### config.mk
export PLATFORM = sky130hd
export DESIGN_NAME = pic_top
export DESIGN_NICKNAME = d
export VERILOG_FILES = /design/src/rtl/pic_pkg.sv /design/src/rtl/pic_gateway.sv /design/src/rtl/pic_arbiter.sv /design/src/rtl/pic_top.sv
export SDC_FILE = /design/constraint.sdc
export NUM_CORES = 1
export LEC_CHECK = 0
export BUFFER_PORTS_ARGS = -buffer_cell sky130_fd_sc_hd__buf_2
export CAP_MARGIN = 15
export CORE_ASPECT_RATIO = 0.75
export CORE_UTILIZATION = 56
export CTS_CLUSTER_DIAMETER = 200
export DETAILED_ROUTE_END_ITERATION = 7
export PLACE_DENSITY_LB_ADDON = 0.08
export SLEW_MARGIN = 20
export SYNTH_ARGS = -nofsm -noshare
export SYNTH_HDL_FRONTEND = slang
export SYNTH_SLANG_ARGS = --single-unit
### constraint.sdc
create_clock -name clk -period 122.8 [get_ports clk]
set_input_delay 6.14 -clock clk [delete_from_list [all_inputs] [get_ports clk]]
set_output_delay 6.14 -clock clk [all_outputs]
set_load 0.1 [all_outputs]
### src/rtl/pic_pkg.sv
package pic_pkg;
  // Upper three word-address bits select a register region.
  typedef enum logic [2:0] {
    RGN_LVL_A  = 3'd0,
    RGN_LVL_B  = 3'd1,
    RGN_LVL_C  = 3'd2,
    RGN_LVL_D  = 3'd3,
    RGN_MASK   = 3'd4,
    RGN_THRESH = 3'd5,
    RGN_CLAIM  = 3'd6,
    RGN_STATUS = 3'd7
  } rgn_e;
endpackage

### src/rtl/pic_gateway.sv
module pic_gateway #(
  parameter int NSRC = 31
) (
  input  logic            clk,
  input  logic            rst_ni,
  input  logic [NSRC:1]   src,
  input  logic [NSRC:1]   claim,
  input  logic [NSRC:1]   complete,
  output logic [NSRC:1]   pend,
  output logic [NSRC:1]   busy
);
  for (genvar s = 1; s <= NSRC; s++) begin : g_src
    logic pend_d, pend_q, busy_d, busy_q;

    always_comb begin
      pend_d = pend_q | (src[s] & ~busy_q);
      busy_d = busy_q;
      if (claim[s]) begin
        pend_d = 1'b0;
        busy_d = 1'b1;
      end else if (complete[s]) begin
        busy_d = 1'b0;
      end
    end

    always_ff @(posedge clk or negedge rst_ni) begin
      if (!rst_ni) begin
        pend_q <= 1'b0;
        busy_q <= 1'b0;
      end else begin
        pend_q <= pend_d;
        busy_q <= busy_d;
      end
    end

    assign pend[s] = pend_q;
    assign busy[s] = busy_q;

    AST_BUSY_EXCL_PEND: assert property (@(posedge clk) disable iff (!rst_ni)
      busy_q |-> !pend_q) else $error("busy source also pending");
    AST_CLAIM_NEEDS_PEND: assert property (@(posedge clk) disable iff (!rst_ni)
      claim[s] |-> pend_q) else $error("claim of non-pending source");
    AST_CLAIM_WITHDRAWS: assert property (@(posedge clk) disable iff (!rst_ni)
      claim[s] |=> (busy_q && !pend_q)) else $error("claim did not withdraw");
  end
endmodule

### src/rtl/pic_arbiter.sv
module pic_arbiter #(
  parameter int NSRC   = 31,
  parameter int PRIO_W = 3,
  parameter int ID_W   = 5
) (
  input  logic [NSRC*PRIO_W-1:0] lvl_flat,
  input  logic [NSRC:1]          cand,
  input  logic [PRIO_W-1:0]      thr,
  output logic [ID_W-1:0]        best_id,
  output logic                   irq
);
  logic [PRIO_W-1:0] best_lvl;

  // Strict compare: lowest id wins ties, level 0 never wins.
  always_comb begin
    best_lvl = '0;
    best_id  = '0;
    for (int s = 1; s <= NSRC; s++) begin
      if (cand[s] && (lvl_flat[(s-1)*PRIO_W +: PRIO_W] > best_lvl)) begin
        best_lvl = lvl_flat[(s-1)*PRIO_W +: PRIO_W];
        best_id  = ID_W'(s);
      end
    end
  end

  assign irq = (best_lvl > thr);
endmodule

### src/rtl/pic_top.sv
module pic_top #(
  parameter int NSRC   = 31,
  parameter int PRIO_W = 3,
  parameter int NCTX   = 2,
  parameter int DATA_W = 32
) (
  input  logic              clk,
  input  logic              rst_n,
  input  logic [NSRC:1]     src_in,
  input  logic              req_valid,
  output logic              req_ready,
  input  logic              req_write,
  input  logic [5:0]        req_addr,
  input  logic [DATA_W-1:0] req_wdata,
  output logic              rsp_valid,
  output logic [DATA_W-1:0] rsp_rdata,
  output logic [NCTX-1:0]   irq
);
  import pic_pkg::*;

  localparam int ID_W = $clog2(NSRC + 1);

  // Reset: asserted asynchronously, released through two flops.
  logic [1:0] rst_sync_q;
  logic       rst_ni;
  always_ff @(posedge clk or negedge rst_n) begin
    if (!rst_n) rst_sync_q <= 2'b00;
    else        rst_sync_q <= {rst_sync_q[0], 1'b1};
  end
  assign rst_ni = rst_sync_q[1];

  // Decode
  rgn_e       rgn;
  logic [2:0] sub;
  logic       rd_req, wr_req, ctx_hit, claim_rd, cmpl_wr;
  assign rgn       = rgn_e'(req_addr[5:3]);
  assign sub       = req_addr[2:0];
  assign rd_req    = req_valid && !req_write;
  assign wr_req    = req_valid && req_write;
  assign ctx_hit   = (int'(sub) < NCTX);
  assign claim_rd  = rd_req && (rgn == RGN_CLAIM) && ctx_hit;
  assign cmpl_wr   = wr_req && (rgn == RGN_CLAIM) && ctx_hit;
  assign req_ready = 1'b1;

  // Source levels
  logic [NSRC*PRIO_W-1:0] lvl_flat;
  for (genvar s = 1; s <= NSRC; s++) begin : g_lvl
    logic              lvl_we;
    logic [PRIO_W-1:0] lvl_q;
    assign lvl_we = wr_req && !req_addr[5] && (req_addr[4:0] == 5'(s));
    always_ff @(posedge clk or negedge rst_ni) begin
      if (!rst_ni)     lvl_q <= '0;
      else if (lvl_we) lvl_q <= req_wdata[PRIO_W-1:0];
    end
    assign lvl_flat[(s-1)*PRIO_W +: PRIO_W] = lvl_q;
  end

  // Gateways
  logic [NSRC:1] pend, busy, claim_vec, cmpl_vec;
  pic_gateway #(.NSRC(NSRC)) gw_i (
    .clk(clk), .rst_ni(rst_ni), .src(src_in),
    .claim(claim_vec), .complete(cmpl_vec), .pend(pend), .busy(busy)
  );

  // Per-context mask, threshold and arbiter
  logic [NCTX-1:0][NSRC:1]     mask_all;
  logic [NCTX-1:0][PRIO_W-1:0] thr_all;
  logic [NCTX-1:0][ID_W-1:0]   best_all;
  for (genvar c = 0; c < NCTX; c++) begin : g_ctx
    logic              mask_we, thr_we;
    logic [NSRC:1]     mask_q;
    logic [PRIO_W-1:0] thr_q;
    assign mask_we = wr_req && (rgn == RGN_MASK)   && (int'(sub) == c);
    assign thr_we  = wr_req && (rgn == RGN_THRESH) && (int'(sub) == c);
    always_ff @(posedge clk or negedge rst_ni) begin
      if (!rst_ni) begin
        mask_q <= '0;
        thr_q  <= '0;
      end else begin
        if (mask_we) mask_q <= req_wdata[NSRC:1];
        if (thr_we)  thr_q  <= req_wdata[PRIO_W-1:0];
      end
    end
    assign mask_all[c] = mask_q;
    assign thr_all[c]  = thr_q;

    pic_arbiter #(.NSRC(NSRC), .PRIO_W(PRIO_W), .ID_W(ID_W)) arb_i (
      .lvl_flat(lvl_flat), .cand(pend & mask_q), .thr(thr_q),
      .best_id(best_all[c]), .irq(irq[c])
    );

    AST_IRQ_HAS_CAND: assert property (@(posedge clk) disable iff (!rst_ni)
      irq[c] |-> |(pend & mask_q)) else $error("irq without candidate");
  end

  // Claim and completion
  logic [ID_W-1:0] claim_id;
  always_comb begin
    claim_id = '0;
    for (int c = 0; c < NCTX; c++)
      if (int'(sub) == c) claim_id = best_all[c];
  end

  always_comb begin
    for (int s = 1; s <= NSRC; s++) begin
      claim_vec[s] = claim_rd && (claim_id == ID_W'(s));
      cmpl_vec[s]  = cmpl_wr && (req_wdata == DATA_W'(s)) && busy[s];
    end
  end

  // Read path
  logic [DATA_W-1:0] rd_next;
  always_comb begin
    rd_next = '0;
    case (rgn)
      RGN_LVL_A, RGN_LVL_B, RGN_LVL_C, RGN_LVL_D: begin
        for (int s = 1; s <= NSRC; s++)
          if (req_addr[4:0] == 5'(s)) rd_next[PRIO_W-1:0] = lvl_flat[(s-1)*PRIO_W +: PRIO_W];
      end
      RGN_MASK: begin
        for (int c = 0; c < NCTX; c++)
          if (int'(sub) == c) rd_next[NSRC:1] = mask_all[c];
      end
      RGN_THRESH: begin
        for (int c = 0; c < NCTX; c++)
          if (int'(sub) == c) rd_next[PRIO_W-1:0] = thr_all[c];
      end
      RGN_CLAIM:  if (ctx_hit) rd_next[ID_W-1:0] = claim_id;
      RGN_STATUS: if (sub == 3'd0) rd_next[NSRC:1] = pend;
      default:    rd_next = '0;
    endcase
  end

  logic              rsp_valid_q;
  logic [DATA_W-1:0] rsp_rdata_q;
  always_ff @(posedge clk or negedge rst_ni) begin
    if (!rst_ni) begin
      rsp_valid_q <= 1'b0;
      rsp_rdata_q <= '0;
    end else begin
      rsp_valid_q <= rd_req;
      if (rd_req) rsp_rdata_q <= rd_next;
    end
  end
  assign rsp_valid = rsp_valid_q;
  assign rsp_rdata = rsp_rdata_q;

  AST_ONE_CLAIM: assert property (@(posedge clk) disable iff (!rst_ni)
    $onehot0(claim_vec)) else $error("more than one source claimed");
  AST_RSP_AFTER_READ: assert property (@(posedge clk) disable iff (!rst_ni)
    rsp_valid_q |-> $past(rd_req)) else $error("response without read");
endmodule

==> metrics.md, run 1 <==
| Metric | Value |
|---|---|
| Status | `finished, final reports clean` |
| Static leakage | `10.36 nW` |
| CTS tree | `yes` |
| RSZ-0062 raised after global routing | `no` |
| Detail Route Antenna Nets | `0` |
| Clk slew on worst S/H paths | `0.06 ns` |
| Post-DP HPWL | `58070 µm` |
| Die ar. | `39130 µm²` |
| Netlist cell types | `roughly 130` |
| Drt drc | `0` |
| Setup_tns | `0 ns` |
| PD cells | `roughly 16 nW/µm²` |
| Max cap viols | `0` |
| Post-Synthesis Cells | `about 2600` |
| Yosys reg bits | `258` |
| Largest net degree at the start of global routing | `76` |
| Endpoints failing setup | `0` |
| Max-slew violations | `0` |
| Ys flop type | `dfrtp_1` |
| Met2 Use GR | `0.5573` |
| Met1 usage | `0.5775` |
| Initial antenna violation count | `5` |
| Worst hold path class | `flip-flop to flip-flop` |
| Slew HR | `0.2224` |
| Total Routed Length | `76670 µm` |
| Endpoint type of the worst setup path | `primary output` |
| Worst hold slack | `0.3605 ns` |
| GPL Wtd Cong | `1.013` |
| 1st-pass router iterations | `8` |
| Max rail drop VDD | `approximately 0.000020 V` |
| Worst-Skew Late Latency | `0.60 ns` |
| CP max FO | `12` |
| CP max-delay cell | `dfrtp_1` |
| First-pass GRT wire length | `117700 µm` |
| Crit path time final | `59.60 ns` |
| R2R cell count | `233` |
| Final Hold Fails | `0` |
| FF/Latch Area | `6460 µm²` |
| I/O pin cnt | `109` |
| Postcts setup bufs | `0` |
| CTS Hold Bufs | `0` |
| Row count | `61` |
| Count of input and output buffers | `between 100 and 150` |
| Worst slew pin tran | `1.163 ns` |
| Clock skew | `0.02582 ns` |
| CP startpoint kind | `flip-flop` |
| Via density | `6.639` |
| CTS H-tree depth | `1` |
| TritonCTS Buffers | `28` |
| Area grow syn2layout | `8.130%` |
| Asr flop ratio synth | `1.000` |
| Cts repair resizes | `0` |
| Starting Density | `0.5740` |
| Sequential-to-total area share from yosys stat | `0.3007` |
| Mean post-synth cell area | `about 8.4 µm²` |
| Post-synth EDFFs | `0` |
| Global route overflow | `0` |
| Worst EP required | `about 120 ns` |
| Longest Clk Path Bufs | `3` |
| Die width | `228.1 µm` |
| GRT Max-Usage Layer | `met1` |
| Vias in the first global route | `around 20000` |
| Clock Tree Root | `clkbuf_16` |
| Mapped Area | `21470 µm²` |
| Nets | `2805` |
| Max Fclk | `around 0.017 GHz` |
| Worst path max stage delay | `0.59 ns` |
| Crit path DAT | `53.46 ns` |
| 1st-iter DRT viols | `2746` |
| DR vias | `20960` |
| Core outline area | `37400 µm²` |
| Global-route met3 utilization | `0.08422` |
| CP Class | `flip-flop to primary output` |
| Syn. warnings | `0` |
| Clock Sinks | `258` |
| Die Y | `171.6 µm` |
| Layout cells sized above 1 | `0.1658` |
| Crit share post-route | `0.4853` |
| Hold path depth | `0` |
| Most used cell, CP | `ha_1` |
| Area of the multi-input gates | `13840 µm²` |
| Fill cell count | `3313` |
| Global Route Usage Sum | `0.3890` |
| WL/cell | `24.28 µm` |
[cell families after synthesis]
group	synth area share
compound gates	0.2426
xor+xnor	0.007752
fa+ha+maj	0.07425
buf+inv	0.05566
flops	0.3007
mux	0.1276
other cells	0.0001747
simple gates	0.1912
[worst paths after layout]
check / from / to / slack (ns)
max: gw_i.g_src[1].pend_q / irq[1] / 63.20
min in group asynchronous: rst_sync_q[1] / g_ctx[1].mask_q[1] / 0.46
min reg2reg: rst_sync_q[0] / rst_sync_q[1] / 0.36
max in group asynchronous: rst_n / rst_sync_q[1] / 117.37
min: rst_sync_q[0] / rst_sync_q[1] / 0.36
max reg2reg: gw_i.g_src[1].pend_q / gw_i.g_src[1].pend_q / 69.40
[synthesized netlist by cell type, drive strengths merged, types with 13 or more instances]
library cell    n  share of area
inv           168          0.029
o21ai         254          0.060
mux2i          71          0.034
and3           36          0.011
a31oi          43          0.014
a21o           22         0.0078
nand3          96          0.023
nand2b         21         0.0065
nor4           13         0.0041
clkbuf         64          0.012
o211a          17         0.0079
o211ai         25         0.0092
nand4          15         0.0044
nor3           49          0.012
or2            25         0.0074
nor2          208          0.036
o31ai          21         0.0078
o22ai          21         0.0073
and2           35          0.010
mux2          167          0.088
buf            36          0.013
nor2b          21         0.0065
nand2         293          0.052
dfrtp         258           0.30
maj3           28          0.013
ha            105          0.061
or3            14         0.0046
a211oi         19         0.0083
a21oi         200          0.048
o21a           16         0.0059
[layout by cell type, fill, tap and decap left out, types with 19 or more instances in the layout]
master     count
dfrtp_1      257
a21oi_1      197
inv_1        168
o211ai_1      23
o21ai_1       40
buf_4         20
maj3_1        28
clkbuf_16     28
and2_1        32
o21ai_0      212
nand2_1      289
nor2_1       208
mux2_2       163
nand2b_1      19
nor2b_1       20
a31oi_1       41
o31ai_1       19
and3_1        34
buf_2        106
mux2i_1       69
a21o_1        20
nor3_1        46
nand3_1       93
ha_1         105
[through the flow]
| step | util | instances | total power, W | worst slack [ns] | area (µm²) |
|---|---|---|---|---|---|
| 2_1_floorplan | - | 2572 | 0.0002413 | 71.17 | 21470 |
| 3_3_place_gp | 0.5950 | 3101 | 0.0002799 | 66.76 | 22250 |
| 3_5_place_dp | 0.5950 | 3101 | 0.0002845 | 64.88 | 22250 |
| 4_1_cts | 0.6202 | 3151 | 0.0003737 | 64.10 | 23190 |
| 5_1_grt | 0.6206 | 3155 | 0.0004007 | 59.27 | 23210 |
| 6_report | 0.6207 | 3157 | 0.0003780 | 63.20 | 23210 |
[worst max-delay path: cells and delay by family, from the launching register on]
family / cells / cell delay, ns
muxes: 22 / 6.47
DFF: 1 / 0.59
AOI/OAI and AO/OA: 88 / 21.36
and+or+nand+nor: 69 / 12.87
adders and majority gates: 33 / 9.65
buffers and inverters: 21 / 1.86
[cell type report]
type,count,share of cell area
repair buffers,126,0.02932
inverters,170,0.02808
clock inverters,13,0.006252
well taps,504,0.02717
diodes,6,0.0006468
flip-flops and latches,258,0.2783
clock buffers,37,0.03423
multi-input cells,2043,0.5960
[metal layers]
metal / wire, µm / vias to the layer above
li1: - / 9561
met1: 35010 / 10130
met2: 30930 / 1121
met3: 8123 / 144
met4: 2604 / 0
met5: 0 / -
[power by group]
part           leakage [nW]  internal, W  switching (W)  total [W]
Clock                 0.463    0.0000497      0.0000389  0.0000886
Combinational          6.70    0.0000715       0.000117   0.000189
Sequential             3.20    0.0000905      0.0000101   0.000101
Total                  10.4     0.000212       0.000166   0.000378
[state kept, by name, indices dropped and copies added, names as in the netlist]
| signal | flops |
|---|---|
| gw_i.g_src.pend_q | 31 |
| gw_i.g_src.busy_q | 31 |
| rst_sync_q | 2 |
| g_ctx.mask_q | 62 |
| rsp_rdata | 32 |
| g_ctx.thr_q | 6 |
| g_lvl.lvl_q | 93 |
| rsp_valid | 1 |
No activity file was read; power rests on OpenSTA's default activity.
==> inputs of run 2 (changes only) <==
Clock period 122.8 ns to 50 ns, I/O delays scaled along.
==> run 2 against run 1 <==
Critical path depth shrank 2. First-iteration DRC count is 1.8% lower. Wire length grew 3.8%. Setup slack worse by 61 ns. Utilization grew 4.0 points. Final area increased by 6.4%. Global-route usage increased by 0.36 points. Sequential cell count stayed put. Cell count increased by 3.0%. Power rose to 2.7 times the previous value. Highest routed layer unchanged. Via count increased by 2.7%.
==> metrics.md, run 2 (synthesis results as in run 1) <==
| Metric | Value |
|---|---|
| CP Class | `flip-flop to primary output (unchanged)` |
| Largest Register | `g_lvl.lvl_q (unchanged)` |
| Worst-Skew Late Latency | `0.61 ns (was 0.60 ns)` |
| DR vias | `21530 (was 20960)` |
| Met1 usage | `0.5887 (was 0.5775)` |
| Die Y | `171.6 µm (unchanged)` |
| CTS tree | `yes (unchanged)` |
| Nets | `2903 (was 2805)` |
| Max rail drop VDD | `0.00008005 V (was 0.00002012 V)` |
| Via density | `6.618 (was 6.639)` |
| Longest Clk Path Bufs | `3 (unchanged)` |
| Max-slew violations | `0 (unchanged)` |
| Max cap viols | `0 (unchanged)` |
| Global-route met3 utilization | `0.07626 (was 0.08422)` |
| Max Fclk | `about 0.021 GHz` |
| GRT Max-Usage Layer | `met1 (unchanged)` |
| Most used cell, CP | `ha_1 (unchanged)` |
| Clock Sinks | `258 (unchanged)` |
| Initial antenna violation count | `2 (was 5)` |
| Core outline area | `37400 µm² (unchanged)` |
| Crit path DAT | `45.68 ns (was 53.46 ns)` |
| Worst slew pin tran | `1.060 ns (was 1.163 ns)` |
| Die width | `228.1 µm (unchanged)` |
| Final instance area | `24700 µm² (was 23210 µm²)` |
| Switching share of power | `0.4310 (was 0.4398)` |
| Fill cell count | `3221 (was 3313)` |
| Detail Route Antenna Nets | `0 (unchanged)` |
| Clock Tree Root | `clkbuf_16 (unchanged)` |
| Crit path time final | `48.18 ns` |
| Global route overflow | `0 (unchanged)` |
| Starting Density | `0.5740 (unchanged)` |
| Crit share post-route | `0.9637` |
| Cells after DPL | `3146 (was 3101)` |
| Vias in the first global route | `19740 (was 19530)` |
| Clock skew | `0.02187 ns (was 0.02582 ns)` |
| Drt drc | `0 (unchanged)` |
| R2R Setup Slk | `3.99 ns (was 69.40 ns)` |
| First-pass GRT wire length | `118900 µm (was 117700 µm)` |
| Total Routed Length | `79550 µm (was 76670 µm)` |
| Crit-path leading delay family | `compound AO/OA/AOI/OAI gates (unchanged)` |
| Status | `finished, final reports clean (unchanged)` |
| Internal power | `0.0005902 W (was 0.0002117 W)` |
| Design Power | `0.001037 W (was 0.0003780 W)` |
| 1st-iter DRT viols | `2696 (was 2746)` |
| CP max-delay cell | `or4_4 (was dfrtp_1)` |
| Worst EP required | `47.50 ns (was 116.66 ns)` |
| Worst path max stage delay | `0.50 ns (was 0.59 ns)` |
| Area grow syn2layout | `15.08% (was 8.130%)` |
| Met2 Use GR | `0.5591 (was 0.5573)` |
| Largest net degree at the start of global routing | `74 (was 76)` |
| Die ar. | `39130 µm² (unchanged)` |
| Endpoints failing setup | `0 (unchanged)` |
| TritonCTS Buffers | `30 (was 28)` |
| Count of input and output buffers | `107 (unchanged)` |
| CP startpoint kind | `flip-flop (unchanged)` |
| Final Non-Filler Cells | `3253 (was 3157)` |
| Worst Path Buf+Inv | `21 (unchanged)` |
| 1st-pass router iterations | `5 (was 8)` |
| Row count | `61 (unchanged)` |
| Static leakage | `10.94 nW (was 10.36 nW)` |
| GPL Wtd Cong | `0.9923 (was 1.013)` |
| Net Sw Power | `0.0004471 W (was 0.0001663 W)` |
| Combinational fraction of design power | `0.522 (was 0.499)` |
| Commonest non-fill, non-tap cells in the layout | `nand2_1 (283), dfrtp_1 (252), nor2_1 (200), o21ai_0 (195), a21oi_1 (180) (was nand2_1 (289), dfrtp_1 (257), o21ai_0 (212), nor2_1 (208), a21oi_1 (197))` |
| Sequential Power Share | `0.239 (was 0.266)` |
| Commonest non-fill, non-tap cell in the layout | `nand2_1 (unchanged)` |
| Slew HR | `0.2931 (was 0.2224)` |
| I/O pin cnt | `109 (unchanged)` |
| Layout cells sized above 1 | `0.2312 (was 0.1658)` |
| Fin util | `0.6606 (was 0.6207)` |
| Endpoint type of the worst setup path | `primary output (unchanged)` |
| FF/Latch Area | `6466 µm² (was 6460 µm²)` |
| Worst hold path class | `flip-flop to flip-flop (unchanged)` |
| Final Hold Fails | `0 (unchanged)` |
| WL/cell | `24.45 µm (was 24.28 µm)` |
| Post-DP HPWL | `57900 µm (was 58070 µm)` |
| CP max FO | `7 (was 12)` |
| Clk slew on worst S/H paths | `0.06 ns (about the same)` |
| CTS H-tree depth | `1 (unchanged)` |
| PD cells | `41.99 nW/µm² (was 16.28 nW/µm²)` |
| Placed instance area | `22610 µm² (was 22250 µm²)` |
| Area of the multi-input gates | `14440 µm² (was 13840 µm²)` |
| Largest register FFs | `93 (unchanged)` |
| Clock share of power | `0.239 (was 0.234)` |
| Global Route Usage Sum | `0.3927 (was 0.3890)` |
[run 2: layer usage]
layer	vias up	wire length, µm
met5	-	0
met4	0	2684
met3	153	7719
met2	1119	32760
met1	10520	36390
li1	9740	-
[run 2: worst register-to-register path: cells and delay by family (launching register included)]
family | cells | cell delay [ns]
AOI/OAI and AO/OA | 82 | 15.26
and+or+nand+nor | 67 | 11.37
adders and majority gates | 33 | 8.87
muxes | 28 | 8.01
buffers and inverters | 21 | 1.84
DFF | 1 | 0.43
[run 2: cell type report]
class	count	share of cell area
clock inverter	18	0.01175
sequential	258	0.2617
antenna	2	0.0002026
inverter	170	0.02639
tap	504	0.02553
multi-input combinational	2043	0.5845
timing repair buffer	222	0.05738
clock buffer	36	0.03251
[run 2: power groups by stage]
stage                     sequential, W  clock, W  combinational (W)
after floorplan                0.000245         0           0.000348
after detailed placement       0.000250         0           0.000474
after global routing           0.000250  0.000257           0.000584
after global placement         0.000249         0           0.000460
final                          0.000248  0.000248           0.000541
after CTS                      0.000246  0.000249           0.000486
[run 2: worst paths after layout]
| kind | depth (start not counted) | start | endpoint |
|---|---|---|---|
| setup / recovery | 231 | g_ctx[1].mask_q[1] | irq[1] |
| hold / removal | 0 | rst_sync_q[0] | rst_sync_q[1] |
| setup reg to reg | 231 | g_ctx[1].mask_q[1] | gw_i.g_src[13].pend_q |
| hold reg to reg | 0 | rst_sync_q[0] | rst_sync_q[1] |
| max in group asynchronous | 3 | rst_sync_q[1] | rsp_rdata[18] |
| min in group asynchronous | 0 | rst_sync_q[1] | g_lvl[3].lvl_q[1] |
[run 2: repair_timing]
item                                    CTS  global route
setup buffers                             5            46
endpoints found under the setup margin    1            68
gates resized for setup                  27           115
pin swaps                                 6            39
hold buffers                              0             0
[run 2: through the flow]
step	setup slack [ns]	hold slack [ns]	TNS (ns)
2_1_floorplan	2.013	0.3312	0
3_3_place_gp	0.6640	0.3429	0
3_5_place_dp	-1.314	0.3379	-1.314
4_1_cts	0.01029	0.3600	0
5_1_grt	-0.4137	0.3643	-0.4137
6_report	1.815	0.3529	0
